**src/rtl/dbgm_pkg.sv**
```systemverilog
package dbgm_pkg;
  localparam int ADDR_BYTES = 3;
  localparam int DATA_BYTES = 2;
  localparam int NUM_CMP    = 3;
  localparam int ADDR_W     = 8 * ADDR_BYTES;
  localparam int DATA_W     = 8 * DATA_BYTES;
  localparam int CMP_STRIDE = 1 + ADDR_BYTES;
  localparam int DATA_BASE  = NUM_CMP * CMP_STRIDE;
  localparam int MASK_BASE  = DATA_BASE + DATA_BYTES;
  localparam int RANGE_OFS  = MASK_BASE + DATA_BYTES;
  localparam int CFG_AW     = $clog2(RANGE_OFS + 1);
  localparam int CMP_A = 0;
  localparam int CMP_B = 1;
  localparam int CMP_C = 2;

  // bit order matches the control byte: bit0 enable .. bit5 size select
  typedef struct packed {
    logic szSel;
    logic szEn;
    logic rwSel;
    logic rwEn;
    logic tag;
    logic enable;
  } cmpCfgT;

  typedef struct packed {
    logic [NUM_CMP-1:0][ADDR_BYTES-1:0] addrByteLd;
    logic [DATA_BYTES-1:0]              dataByteLd;
    logic [DATA_BYTES-1:0]              maskByteLd;
    logic [7:0]                         wrByte;
    cmpCfgT [NUM_CMP-1:0]               cmpCfg;
    logic                               rangeEn;
    logic                               rangeOutside;
    logic                               quiet;
  } ctrlBusT;
endpackage

```
**src/rtl/dbgm_ctrl.sv**
```systemverilog
module dbgm_ctrl
  import dbgm_pkg::*;
(
  input  logic              clk,
  input  logic              rstN,
  input  logic              cfgWrEn,
  input  logic [CFG_AW-1:0] cfgAddr,
  input  logic [7:0]        cfgWrData,
  input  logic              bgdActive,
  input  logic              dbgPortAcc,
  output ctrlBusT           ctrlBus
);
  cmpCfgT [NUM_CMP-1:0]               cfgReg;
  logic   [NUM_CMP-1:0]               ctrlLd;
  logic   [NUM_CMP-1:0][ADDR_BYTES-1:0] addrLd;
  logic   [DATA_BYTES-1:0]            dataLd;
  logic   [DATA_BYTES-1:0]            maskLd;
  logic                               rangeLd;
  logic   [1:0]                       rangeReg;

  // write decode: control byte first, then address bytes high to low
  always_comb begin
    for (int i = 0; i < NUM_CMP; i++) begin
      ctrlLd[i] = cfgWrEn && (cfgAddr == CFG_AW'(i * CMP_STRIDE));
      for (int k = 0; k < ADDR_BYTES; k++)
        addrLd[i][k] = cfgWrEn && (cfgAddr == CFG_AW'(i * CMP_STRIDE + ADDR_BYTES - k));
    end
    for (int k = 0; k < DATA_BYTES; k++) begin
      dataLd[k] = cfgWrEn && (cfgAddr == CFG_AW'(DATA_BASE + DATA_BYTES - 1 - k));
      maskLd[k] = cfgWrEn && (cfgAddr == CFG_AW'(MASK_BASE + DATA_BYTES - 1 - k));
    end
    rangeLd = cfgWrEn && (cfgAddr == CFG_AW'(RANGE_OFS));
  end

  // size qualifier storage exists only for comparator B
  always_ff @(posedge clk) begin
    if (!rstN) begin
      cfgReg   <= '0;
      rangeReg <= '0;
    end else begin
      for (int i = 0; i < NUM_CMP; i++) begin
        if (ctrlLd[i])
          cfgReg[i] <= (i == CMP_B) ? cmpCfgT'(cfgWrData[5:0])
                                    : cmpCfgT'({2'b00, cfgWrData[3:0]});
      end
      if (rangeLd) rangeReg <= cfgWrData[1:0];
    end
  end

  always_comb begin
    ctrlBus.addrByteLd   = addrLd;
    ctrlBus.dataByteLd   = dataLd;
    ctrlBus.maskByteLd   = maskLd;
    ctrlBus.wrByte       = cfgWrData;
    ctrlBus.cmpCfg       = cfgReg;
    ctrlBus.rangeEn      = rangeReg[0];
    ctrlBus.rangeOutside = rangeReg[1];
    ctrlBus.quiet        = bgdActive || dbgPortAcc;
  end
endmodule

```
**src/rtl/dbgm_datapath.sv**
```systemverilog
module dbgm_datapath
  import dbgm_pkg::*;
(
  input  logic               clk,
  input  logic               rstN,
  input  ctrlBusT            ctrlBus,
  input  logic               busValid,
  input  logic [ADDR_W-1:0]  busAddr,
  input  logic               busWrite,
  input  logic               busWord,
  input  logic [DATA_W-1:0]  busData,
  input  logic [NUM_CMP-1:0] tagHit,
  output logic [NUM_CMP-1:0] matchOut
);
  logic [NUM_CMP-1:0][ADDR_W-1:0] cmpAddr;
  logic [DATA_W-1:0]  dataRef;
  logic [DATA_W-1:0]  dataMask;
  logic [NUM_CMP-1:0] exactHit;
  logic [NUM_CMP-1:0] qualOk;
  logic [NUM_CMP-1:0] hitRaw;
  logic [NUM_CMP-1:0] enVec;
  logic               inRange;
  logic               rangeHit;

  always_ff @(posedge clk) begin
    if (!rstN) begin
      cmpAddr  <= '0;
      dataRef  <= '0;
      dataMask <= '0;
    end else begin
      for (int i = 0; i < NUM_CMP; i++)
        for (int k = 0; k < ADDR_BYTES; k++)
          if (ctrlBus.addrByteLd[i][k]) cmpAddr[i][8*k +: 8] <= ctrlBus.wrByte;
      for (int k = 0; k < DATA_BYTES; k++) begin
        if (ctrlBus.dataByteLd[k]) dataRef[8*k +: 8]  <= ctrlBus.wrByte;
        if (ctrlBus.maskByteLd[k]) dataMask[8*k +: 8] <= ctrlBus.wrByte;
      end
    end
  end

  for (genvar i = 0; i < NUM_CMP; i++) begin : g_cmp
    logic evenBase, rwOk, szOk, dataOk;
    assign evenBase    = !cmpAddr[i][0];
    assign exactHit[i] = (busAddr == cmpAddr[i]) ||
                         (evenBase && (busAddr == {cmpAddr[i][ADDR_W-1:1], 1'b1}));
    assign rwOk = !ctrlBus.cmpCfg[i].rwEn || (busWrite == ctrlBus.cmpCfg[i].rwSel);
    // size bits are held at zero by the control for all but comparator B
    assign szOk = !ctrlBus.cmpCfg[i].szEn || (busWord == ctrlBus.cmpCfg[i].szSel);
    if (i == CMP_A) begin : g_data
      assign dataOk = ((busData ^ dataRef) & dataMask) == '0;
    end else begin : g_nodata
      assign dataOk = 1'b1;
    end
    assign qualOk[i] = rwOk && szOk && dataOk;
    assign enVec[i]  = ctrlBus.cmpCfg[i].enable;
  end

  assign inRange  = (busAddr >= cmpAddr[CMP_A]) && (busAddr <= cmpAddr[CMP_B]);
  assign rangeHit = ctrlBus.rangeOutside ? !inRange : inRange;

  always_comb begin
    logic normalHit;
    for (int i = 0; i < NUM_CMP; i++) begin
      normalHit = ctrlBus.cmpCfg[i].tag ? tagHit[i]
                                        : (busValid && exactHit[i] && qualOk[i]);
      if (ctrlBus.rangeEn && i == CMP_A)
        hitRaw[i] = busValid && rangeHit && qualOk[i];
      else if (ctrlBus.rangeEn && i == CMP_B)
        hitRaw[i] = 1'b0;
      else
        hitRaw[i] = normalHit;
    end
  end

  always_ff @(posedge clk) begin
    if (!rstN) matchOut <= '0;
    else       matchOut <= hitRaw & enVec & {NUM_CMP{!ctrlBus.quiet}};
  end
endmodule

```
**src/rtl/dbg_match_unit.sv**
```systemverilog
module dbg_match_unit
  import dbgm_pkg::*;
(
  input  logic               clk,
  input  logic               rstN,
  input  logic               cfgWrEn,
  input  logic [CFG_AW-1:0]  cfgAddr,
  input  logic [7:0]         cfgWrData,
  input  logic               busValid,
  input  logic [ADDR_W-1:0]  busAddr,
  input  logic               busWrite,
  input  logic               busWord,
  input  logic [DATA_W-1:0]  busData,
  input  logic [NUM_CMP-1:0] tagHit,
  input  logic               bgdActive,
  input  logic               dbgPortAcc,
  output logic [NUM_CMP-1:0] matchOut
);
  ctrlBusT ctrlBus;

  dbgm_ctrl u_ctrl (
    .clk        (clk),
    .rstN       (rstN),
    .cfgWrEn    (cfgWrEn),
    .cfgAddr    (cfgAddr),
    .cfgWrData  (cfgWrData),
    .bgdActive  (bgdActive),
    .dbgPortAcc (dbgPortAcc),
    .ctrlBus    (ctrlBus)
  );

  dbgm_datapath u_dp (
    .clk      (clk),
    .rstN     (rstN),
    .ctrlBus  (ctrlBus),
    .busValid (busValid),
    .busAddr  (busAddr),
    .busWrite (busWrite),
    .busWord  (busWord),
    .busData  (busData),
    .tagHit   (tagHit),
    .matchOut (matchOut)
  );
endmodule

```
**config.mk**
```make
export PLATFORM = sky130hd
export DESIGN_NAME = dbg_match_unit
export DESIGN_NICKNAME = d
export VERILOG_FILES = /design/src/rtl/dbgm_pkg.sv /design/src/rtl/dbgm_ctrl.sv /design/src/rtl/dbgm_datapath.sv /design/src/rtl/dbg_match_unit.sv
export SDC_FILE = /design/constraint.sdc
export NUM_CORES = 1
export LEC_CHECK = 0
export CAP_MARGIN = 25
export CORE_UTILIZATION = 40
export DETAILED_ROUTE_END_ITERATION = 8
export DONT_BUFFER_PORTS = 1
export GPL_TIMING_DRIVEN = 0
export PLACE_DENSITY = 0.56
export SLEW_MARGIN = 30
export SYNTH_ARGS = -nofsm -noshare
export SYNTH_HDL_FRONTEND = slang
export SYNTH_SLANG_ARGS = --single-unit
```
**constraint.sdc**
```tcl
create_clock -name clk -period 4.4 [get_ports clk]
set_input_delay 0.22 -clock clk [delete_from_list [all_inputs] [get_ports clk]]
set_output_delay 0.22 -clock clk [all_outputs]
set_load 0.1 [all_outputs]
```
==> qor.csv, run 1 <==
metric;value;unit
crit_fanout;3;
preCtsSetupSlack;2.05;ns
ir_drop;0.000261;V
p_leak;2.90;nW
r2r_slack;1.95;ns
totalWireLength;18400;um
wl_per_cell;19.2;um
clk_latency;0.42;ns
place_hpwl;13700;um
path_class;reg2reg;
clock_sinks;123;
fin_nets;841;
postLayoutCellArea;7510;um2
worstHoldStart;cfgWrData[5];
vias;4986;
synthCells;701;
avgSynthCellArea;9.36;um2
initial_utilization;41.1;%
grt_pass1_wl;28300;um
finalCritPeriodShare;55.7;%
skew;0.00767;ns
yosysUniqueCellTypes;49;
slew_headroom;37.1;%
critPathCaptureType;flop;
dr.pass1.iters;5;
io_buffers;0;
tightest_slew;0.942;ns
drive_gt1_share;5.94;%
fin_tns_setup;0;ns
fmax;408;MHz
slowest_delay;0.57;ns
hold_depth;2;
final_common_cell;dfxtp_1;
min_to;u_dp.cmpAddr[29]$_SDFFE_PN0P_;
hp-class;in2reg;
synth-simple-area-share;19.4;%
synth_fp_nets;813;
grt_max_degree;17;
cts_made_buffers;17;
r2r-start;u_dp.cmpAddr[31]$_SDFFE_PN0P_;
final_cell_mix;dfxtp_1 (123), nor2b_1 (103), mux2i_1 (96), inv_1 (49), ha_1 (48);
synth_top_family_by_area;simple AND/OR/NAND/NOR gates;
timing.max_cap.violations;0;
rr_endpoint;u_dp.matchOut[0]$_SDFF_PN0_;
ios;67;
cp_cell_sequence;inv_1, ha_1, a21oi_1, o21ai_0, o311a_1, o41ai_2, nand3b_1, a31oi_1;
area_delta_synth_final;14.4;%
fillers;1517;
core-area;15900;um2
drtIter0Drc;353;
ys_seq_area_share;37.5;%
synthFlopType;dfxtp_1;
setup_ws;1.95;ns
antenna_left;0;
yosys.area_share.xor_xnor;5.74;%
routed_via_density;5.21;
grt.overflow.total;0;
r2r_cells;8;
antenna_found_initial;0;
synth_compound_area_share;8.72;%
post_cts_buffers;0;
hold_viol;0;
yosysWarnings;0;
cts_root_buffer;clkbuf_16;
htreeDepth;4;
timing.hold.ws;0.0467;ns
drc;0;
status;finished clean;
path_buf_inv;1;
max-clock-path-buffers;2;
clkTransAtPathRegs;0.06;ns
antenna_cells;0;
place.gp.congestion;0.831;
die_area;16900;um2
power_density;362;nW/um2
cp_data_arrival_time;2.78;ns
placed_area;6830;um2
period_minus_slack;2.45;ns
muxShareOfSynthArea;14.7;%
cts_tree;yes;
rsz0062_at_grt;false;
rows;46;
cp_top_family;compound AO/OA/AOI/OAI gates;
grt.total_usage;23.2;%
die_h;130;um
grt_pass1_vias;5112;
slew_viol_final;0;
finalSetupViolations;0;
critPathLaunchType;flop;
chipWidth;130;um
synthAdderAreaFrac;9.16;%
crit_required;4.73;ns
syn_area;6560;um2
synth-seq-cells;123;
postSynth.asyncResetShare;0;%
synth_edf_count;0;
cp_slowest_cell;o41ai_2;
-- layout make-up --
class / instances / area [um2] / share of cell area (%)
multi-input cells: 496 / 3780 / 50.4
flip-flops and latches: 123 / 2460 / 32.8
clock buffers: 21 / 470 / 6.27
well taps: 216 / 270 / 3.60
inverters: 49 / 184 / 2.45
plain buffers: 33 / 133 / 1.77
clock inverters: 10 / 116 / 1.55
repair buffers: 9 / 90.1 / 1.20
-- kinds of logic (layout without fill, tap and decap cells) --
group,Yosys count,in the layout
xor gates and xnor gates,43,43
buffers and inverters,82,122
and+or+nand+nor,228,228
adders and majority gates,48,48
AOI/OAI and AO/OA,81,81
DFF,123,123
muxes,96,96
-- worst register-to-register path: stages (launching register included) --
cell,delay (ns)
dfxtp_1,0.33
inv_1,0.04
ha_1,0.30
a21oi_1,0.16
o21ai_0,0.17
o311a_1,0.38
o41ai_2,0.57
nand3b_1,0.14
a31oi_1,0.26
-- how the worst max path moves through the flow --
stage | from | to | slack [ns] | depth (start not counted)
2_1_floorplan | u_dp.cmpAddr[25]$_SDFFE_PN0P_ | u_dp.matchOut[0]$_SDFF_PN0_ | 2.52 | 9
3_3_place_gp | u_dp.cmpAddr[31]$_SDFFE_PN0P_ | u_dp.matchOut[0]$_SDFF_PN0_ | 2.06 | 8
3_5_place_dp | u_dp.cmpAddr[29]$_SDFFE_PN0P_ | u_dp.matchOut[0]$_SDFF_PN0_ | 2.05 | 8
4_1_cts | u_dp.cmpAddr[29]$_SDFFE_PN0P_ | u_dp.matchOut[0]$_SDFF_PN0_ | 2.00 | 8
5_1_grt | u_dp.cmpAddr[47]$_SDFFE_PN0P_ | u_dp.matchOut[1]$_SDFF_PN0_ | 1.64 | 8
6_report | u_dp.cmpAddr[31]$_SDFFE_PN0P_ | u_dp.matchOut[0]$_SDFF_PN0_ | 1.95 | 8
-- repair_timing --
item,CTS,global route
gates resized for setup,0,0
hold buffers,8,1
endpoints found under the hold margin,26,1
-- synthesized netlist by cell type (2+ instances only) --
master       n  area (um2)
a2111oi_0    2        17.5
a211oi_1     2        15.0
a21boi_0    24         180
a21o_1       3        22.5
a21oi_1     21         105
a221oi_1     3        26.3
a22o_1       3        26.3
a22oi_1      2        15.0
a31oi_1      3        18.8
and2_1       2        12.5
and3_1       2        12.5
buf_2        7        35.0
clkbuf_1    26        97.6
dfxtp_1    123        2460
ha_1        48         601
inv_1       49         184
mux2i_1     96         961
nand2_1     46         173
nand2_2      2        12.5
nand2b_1     2        12.5
nand3_1     32         160
nand4_1     15        93.8
nor2_1       9        33.8
nor2b_1    103         644
nor3_1       4        20.0
nor4_1       3        18.8
o21ai_0      6        30.0
xnor2_1     12         105
xor2_1      31         272
-- report_power, final --
group / internal (W) / switching [W]
Combinational: 0.0000824 / 0.000115
Clock: 0.000875 / 0.000516
Sequential: 0.00112 / 0.00000481
Total: 0.00208 / 0.000635
-- stage by stage --
stage	utilization (%)	cells	total power (W)
4_1_cts	47.0	956	0.00273
5_1_grt	47.1	957	0.00280
3_3_place_gp	42.8	917	0.00133
2_1_floorplan	-	701	0.00128
3_5_place_dp	42.8	917	0.00134
6_report	47.1	957	0.00271
-- state kept, by name, summed over array words and instances, names as in the netlist --
register	count
u_dp.cmpAddr	72
u_dp.dataRef	16
u_dp.matchOut	3
u_dp.dataMask	16
u_ctrl.rangeReg	2
u_ctrl.ctrlBus	14
-- per-layer routing --
layer	vias to the layer above	track usage, %	share of wire, %
met4	0	7.87	2.0
met1	2384	28.9	45
met2	123	38.0	46
met5	-	0	0
met3	22	7.13	6.4
li1	2457	-	-
No activity file was read; power rests on OpenSTA's default activity.
==> inputs of run 2 (changes only) <==
Clock period 4.4 ns to 2.3 ns, I/O delays scaled along.
==> run 2 against run 1 <==
  * Register-to-register slack worse by 1.9 ns
  * Worst hold slack worse by 0.032 ns
  * Sequential cell count stayed put
  * Global-route usage hardly changed
  * Sequential power is 91% higher
==> qor.csv, run 2 (same netlist as run 1, synthesis figures left out) <==
metric;value;unit;change
path_class;reg2reg;;
clk_latency;0.42;ns;about the same
skew;0.00698;ns;-0.000693 ns
grt.total_usage;23.3;%;+0.035 points
fin_nets;843;;+0.24%
placed_area;6830;um2;unchanged
htreeDepth;4;;unchanged
rsz0062_at_grt;false;;
period_minus_slack;2.21;ns;-0.241 ns
totalWireLength;18600;um;+0.94%
hold_depth;3;;+1
gr-usage-met1;29.2;%;+0.30 points
finalCritPeriodShare;96.0;%;+40 points
largestRegisters;u_dp.cmpAddr x72, u_dp.dataMask x16, u_dp.dataRef x16;;
final_cell_mix;dfxtp_1 (120), nor2b_1 (103), mux2i_1 (96), inv_1 (49), nand2_1 (46);;
grt_max_degree;17;;unchanged
hold_viol;0;;unchanged
slew_viol_final;0;;unchanged
fmax;453;MHz;+11%
initial_utilization;41.1;%;unchanged
r2r_cells;9;;+1
cts_root_buffer;clkbuf_16;;
tightest_slew;0.945;ns;+0.00253 ns
post_cts_buffers;0;;unchanged
power_density;680;nW/um2;+88%
cts_tree;yes;;
sw_frac_of_total;23.5;%;+0.10 points
place.gp.congestion;0.831;;unchanged
drtIter0Drc;356;;+0.85%
setup_ws;0.0912;ns;-1.86 ns
status;finished clean;;
regMostFlops;u_dp.cmpAddr;;
r2r_slack;0.09;ns;-1.86 ns
ios;67;;unchanged
core-area;15900;um2;unchanged
slew_headroom;36.9;%;-0.17 points
crit_fanout;2;;-1
pwr-share-seq;41.4;%;about the same
dr.pass1.iters;5;;unchanged
drive_gt1_share;8.48;%;+2.5 points
hp-class;in2reg;;
comb_power_share;7.7;%;+0.4 points
ir_drop;0.000500;V;+92%
antenna_found_initial;0;;unchanged
grt.overflow.total;0;;unchanged
largest_register_ffs;72;;unchanged
critPathCaptureType;flop;;
die_area;16900;um2;unchanged
cp_data_arrival_time;2.55;ns;-0.23 ns
critPathLaunchType;flop;;
io_buffers;0;;unchanged
p_leak;2.93;nW;+1.0%
preCtsSetupSlack;-0.0528;ns;-2.10 ns
chipWidth;130;um;unchanged
p_clk_share;51.0;%;-0.2 points
p_switching;0.00123;W;+93%
grt_most_used_layer;met2;;
fin_tns_setup;0;ns;unchanged
antenna_cells;0;;unchanged
timing.hold.ws;0.0151;ns;-0.0316 ns
stdcell_count;959;;+0.21%
routed_via_density;5.25;;+0.69%
crit_required;2.64;ns;-2.09 ns
grt_pass1_vias;5148;;+0.70%
max-clock-path-buffers;2;;unchanged
rows;46;;unchanged
die_h;130;um;unchanged
wl_per_cell;19.4;um;+0.73%
grt_pass1_wl;28400;um;+0.29%
clock_sinks;123;;unchanged
drc;0;;unchanged
place_inst;917;;unchanged
place_hpwl;13700;um;unchanged
vias;5031;;+0.90%
intPower;0.00399;W;+92%
antenna_left;0;;unchanged
clkTransAtPathRegs;0.06;ns;about the same
area_delta_synth_final;16.9;%;
cts_made_buffers;17;;unchanged
timing.max_cap.violations;0;;unchanged
grt_util_met2;38.2;%;+0.22 points
postLayoutCellArea;7660;um2;+2.1%
finalSetupViolations;0;;unchanged
gr-usage-met3;6.52;%;-0.62 points
final_common_cell;dfxtp_1;;
-- run 2: cell count changes in the layout (fill, tap and decap cells not counted), sizes merged --
cell | previous run | this run
dlygate4sd3 | 9 | 11
-- run 2: final cells by class --
cell class,instances,area [um2]
fill,1514,8280
multi-input combinational,496,3920
sequential,123,2470
clock buffer,21,470
tap,216,270
inverter,49,184
buffer,33,133
clock inverter,10,116
timing repair buffer,11,110
-- run 2: worst paths after layout --
path,to,start
min reg2reg,u_dp.matchOut[1]$_SDFF_PN0_,u_ctrl.ctrlBus[9]$_SDFFE_PN0P_
max reg2reg,u_dp.matchOut[0]$_SDFF_PN0_,u_dp.cmpAddr[25]$_SDFFE_PN0P_
min,u_dp.dataMask[8]$_SDFFE_PN0P_,cfgAddr[0]
max,u_dp.matchOut[0]$_SDFF_PN0_,u_dp.cmpAddr[25]$_SDFFE_PN0P_
-- run 2: critical path, cell delays in order (launching register included) --
cell      delay, ns
dfxtp_2        0.32
inv_1          0.11
ha_4           0.21
nor2b_4        0.12
o211ai_2       0.14
a21oi_2        0.07
o311a_1        0.33
o41ai_4        0.44
nand3b_1       0.15
a31oi_2        0.24
-- run 2: routing by layer --
metal / part of all wire, % / wire length (um)
met1: 46 / 8610
met2: 46 / 8620
met3: 5.2 / 960
met4: 2.1 / 399
met5: 0 / 0
-- run 2: power groups by stage --
stage	Clock (W)	Combinational (W)	Sequential, W
6_report	0.00266	0.000399	0.00216
5_1_grt	0.00279	0.000438	0.00216
4_1_cts	0.00268	0.000382	0.00216
3_5_place_dp	0	0.000355	0.00220
3_3_place_gp	0	0.000344	0.00220
2_1_floorplan	0	0.000252	0.00220
-- run 2: through the flow --
| step | util (%) | total power [W] |
|---|---|---|
| floorplan | - | 0.00245 |
| global placement | 42.8 | 0.00254 |
| detailed placement | 42.8 | 0.00256 |
| CTS | 47.4 | 0.00522 |
| global route | 48.1 | 0.00538 |
| finish | 48.1 | 0.00522 |
-- run 2: repair_timing --
item	in CTS	in global routing
endpoints found under the setup margin	2	3
hold endpoints to repair	28	0
gates resized for setup	3	22
pin swaps	2	4
hold buffers	11	0
==> inputs of run 3 (changes only) <==
Settings changed: CORE_ASPECT_RATIO set to 1.75, GPL_TIMING_DRIVEN 0 to unset.
==> run 3 against run 2 <==
  * Utilization fell by 0.92 points
  * Critical path depth fell by 1
  * Combinational power fell by 5.0%
  * Register-to-register slack improved by 0.03 ns
  * Via count fell by 2.4%
  * Non-clock buffer count fell by 17
  * Clock power barely moved
  * Cell count fell by 4.4%
  * Maximum frequency rose by 1.4%
  * Worst hold slack got worse by 0.0019 ns
  * Die area rose by 0.12%
  * Critical path type unchanged
  * Critical endpoint unchanged
==> qor.csv, run 3 (same netlist as run 1, synthesis figures left out) <==
metric;value;unit;change
status;finished clean;;
critPathLaunchType;flop;;
totalWireLength;18200;um;-2.0%
max-clock-path-buffers;2;;unchanged
slew_viol_final;0;;unchanged
grt_pass1_vias;5144;;-0.078%
stdcell_count;917;;-4.4%
ir_drop;0.000431;V;-14%
finalSetupViolations;0;;unchanged
clk_latency;0.42;ns;about the same
finalCritPeriodShare;94.7;%;-1.4 points
r2r_slack;0.12;ns;+0.03 ns
ios;67;;unchanged
p_clk_share;51.3;%;+0.3 points
drtIter0Drc;177;;-50%
fillers;1486;;-1.8%
rr_endpoint;u_dp.matchOut[0]$_SDFF_PN0_;;
cp_cell_sequence;inv_1, ha_1, a21oi_1, o21ai_0, o311a_1, o41ai_2, nand3b_1, a31oi_1;;
cp_slowest_cell;o311a_1;;
postLayoutCellArea;7520;um2;-1.9%
tightest_slew;1.01;ns;+0.0641 ns
place_hpwl;12900;um;-5.5%
comb_power_share;7.3;%;-0.4 points
die_h;171;um;+32%
io_buffers;0;;unchanged
fin_nets;826;;-2.0%
grt_max_degree;122;;+105
antenna_left;0;;unchanged
min_to;u_dp.matchOut[1]$_SDFF_PN0_;;
crit_required;2.64;ns;about the same
intPower;0.00396;W;-0.62%
p_switching;0.00124;W;+0.87%
worstHoldStart;rstN;;
antenna_found_initial;2;;+2
slowest_delay;0.39;ns;-0.05 ns
skew;0.0100;ns;+0.00307 ns
hp-class;in2reg;;
grt.total_usage;22.4;%;-0.83 points
rsz0062_at_grt;false;;
grt.overflow.total;0;;unchanged
fmax;459;MHz;+1.4%
die_area;16900;um2;+0.12%
hold_depth;4;;+1
critPathCaptureType;flop;;
path_class;reg2reg;;
period_minus_slack;2.18;ns;-0.0312 ns
cts_made_buffers;17;;unchanged
largestRegisters;u_dp.cmpAddr x72, u_dp.dataMask x16, u_dp.dataRef x16;;
drc;0;;unchanged
pwr-share-seq;41.4;%;about the same
placed_area;6750;um2;-1.2%
ff_latch_area;2460;um2;-0.15%
initial_utilization;41.1;%;about the same
sw_frac_of_total;23.8;%;+0.27 points
largest_register_ffs;72;;unchanged
regMostFlops;u_dp.cmpAddr;;
final_cell_mix;dfxtp_1 (123), nor2b_1 (103), mux2i_1 (96), inv_1 (49), ha_1 (48);;
cts_root_buffer;clkbuf_16;;
fin_tns_setup;0;ns;unchanged
timing.max_cap.violations;0;;unchanged
cp_data_arrival_time;2.51;ns;-0.04 ns
multi_input_area;3780;um2;-3.5%
cts_tree;yes;;
final_util;47.2;%;-0.92 points
dr.pass1.iters;4;;-1
place_inst;868;;-5.3%
clock_sinks;123;;unchanged
wl_per_cell;19.9;um;+2.5%
power_density;691;nW/um2;+1.6%
vias;4910;;-2.4%
rows;61;;+33%
crit_fanout;3;;+1
power;0.00520;W;-0.27%
chipWidth;98.8;um;-24%
slew_headroom;32.6;%;-4.3 points
area_delta_synth_final;14.7;%;
post_cts_buffers;0;;unchanged
hold_viol;0;;unchanged
final_common_cell;dfxtp_1;;
drive_gt1_share;7.02;%;-1.5 points
core-area;16000;um2;about the same
r2r-start;u_dp.cmpAddr[31]$_SDFFE_PN0P_;;
htreeDepth;4;;unchanged
r2r_cells;8;;-1
routed_via_density;5.35;;+2.1%
grt_pass1_wl;27900;um;-1.6%
clkTransAtPathRegs;0.06;ns;about the same
p_leak;2.92;nW;-0.46%
place.gp.congestion;0.845;;+1.7%
## run 3: cell count changes in the layout (fill, tap and decap cells not counted), sizes merged
cell         delta
buf             +5
diode           +1
dlygate4sd3     +4
clkbuf         -28
clkinvlp        +5
clkinv          -2
## run 3: final cells by class
cell class | count | area share [%]
Antenna cell | 1 | 0.0333
Clock buffer | 19 | 6.02
Clock inverter | 13 | 1.91
Inverter | 49 | 2.45
Multi-Input combinational cell | 496 | 50.2
Sequential cell | 123 | 32.7
Tap cell | 189 | 3.14
Timing Repair Buffer | 27 | 3.46
## run 3: timing repair
action / in CTS / in global routing
hold buffers: 16 / 0
resized for setup: 0 / 0
endpoints found under the hold margin: 123 / 0
endpoints found under the setup margin: 0 / 0
## run 3: worst max path at each step
stage / start / end / slack, ns / cells after the start
after global routing: u_dp.cmpAddr[31]$_SDFFE_PN0P_ / u_dp.matchOut[0]$_SDFF_PN0_ / 0.005 / 8
after CTS: u_dp.cmpAddr[31]$_SDFFE_PN0P_ / u_dp.matchOut[0]$_SDFF_PN0_ / 0.12 / 8
final: u_dp.cmpAddr[31]$_SDFFE_PN0P_ / u_dp.matchOut[0]$_SDFF_PN0_ / 0.12 / 8
after global placement: u_dp.cmpAddr[13]$_SDFFE_PN0P_ / u_dp.matchOut[0]$_SDFF_PN0_ / 0.22 / 9
after detailed placement: u_dp.cmpAddr[31]$_SDFFE_PN0P_ / u_dp.matchOut[0]$_SDFF_PN0_ / 0.15 / 8
after floorplan: u_dp.cmpAddr[25]$_SDFFE_PN0P_ / u_dp.matchOut[0]$_SDFF_PN0_ / 0.42 / 9
## run 3: per-stage QoR
step	hold slack (ns)	setup WS [ns]
after floorplan	0.254	0.420
after global placement	0.261	0.218
after detailed placement	0.264	0.152
after CTS	0.00978	0.115
after global routing	0.0306	0.00508
final	0.0132	0.122
## run 3: layer usage
layer | track usage, % | part of all wire (%)
met4 | 14.3 | 5.3
met1 | 22.2 | 37
met2 | 41.3 | 52
met5 | 0 | 0.055
met3 | 5.69 | 5.4
## run 3: power groups by stage
| stage | logic (W) | registers [W] | clock network (W) |
|---|---|---|---|
| after floorplan | 0.000252 | 0.00220 | 0 |
| after CTS | 0.000380 | 0.00216 | 0.00271 |
| after global placement | 0.000266 | 0.00220 | 0 |
| after global routing | 0.000414 | 0.00216 | 0.00282 |
| after detailed placement | 0.000276 | 0.00220 | 0 |
| final | 0.000379 | 0.00216 | 0.00267 |
## run 3: critical path: cells and delay by family (launching register included)
family          cells  cell delay [ns]
flops               1             0.33
fa+ha+maj           1             0.31
compound gates      5             1.29
simple gates        1             0.12
buf+inv             1             0.05
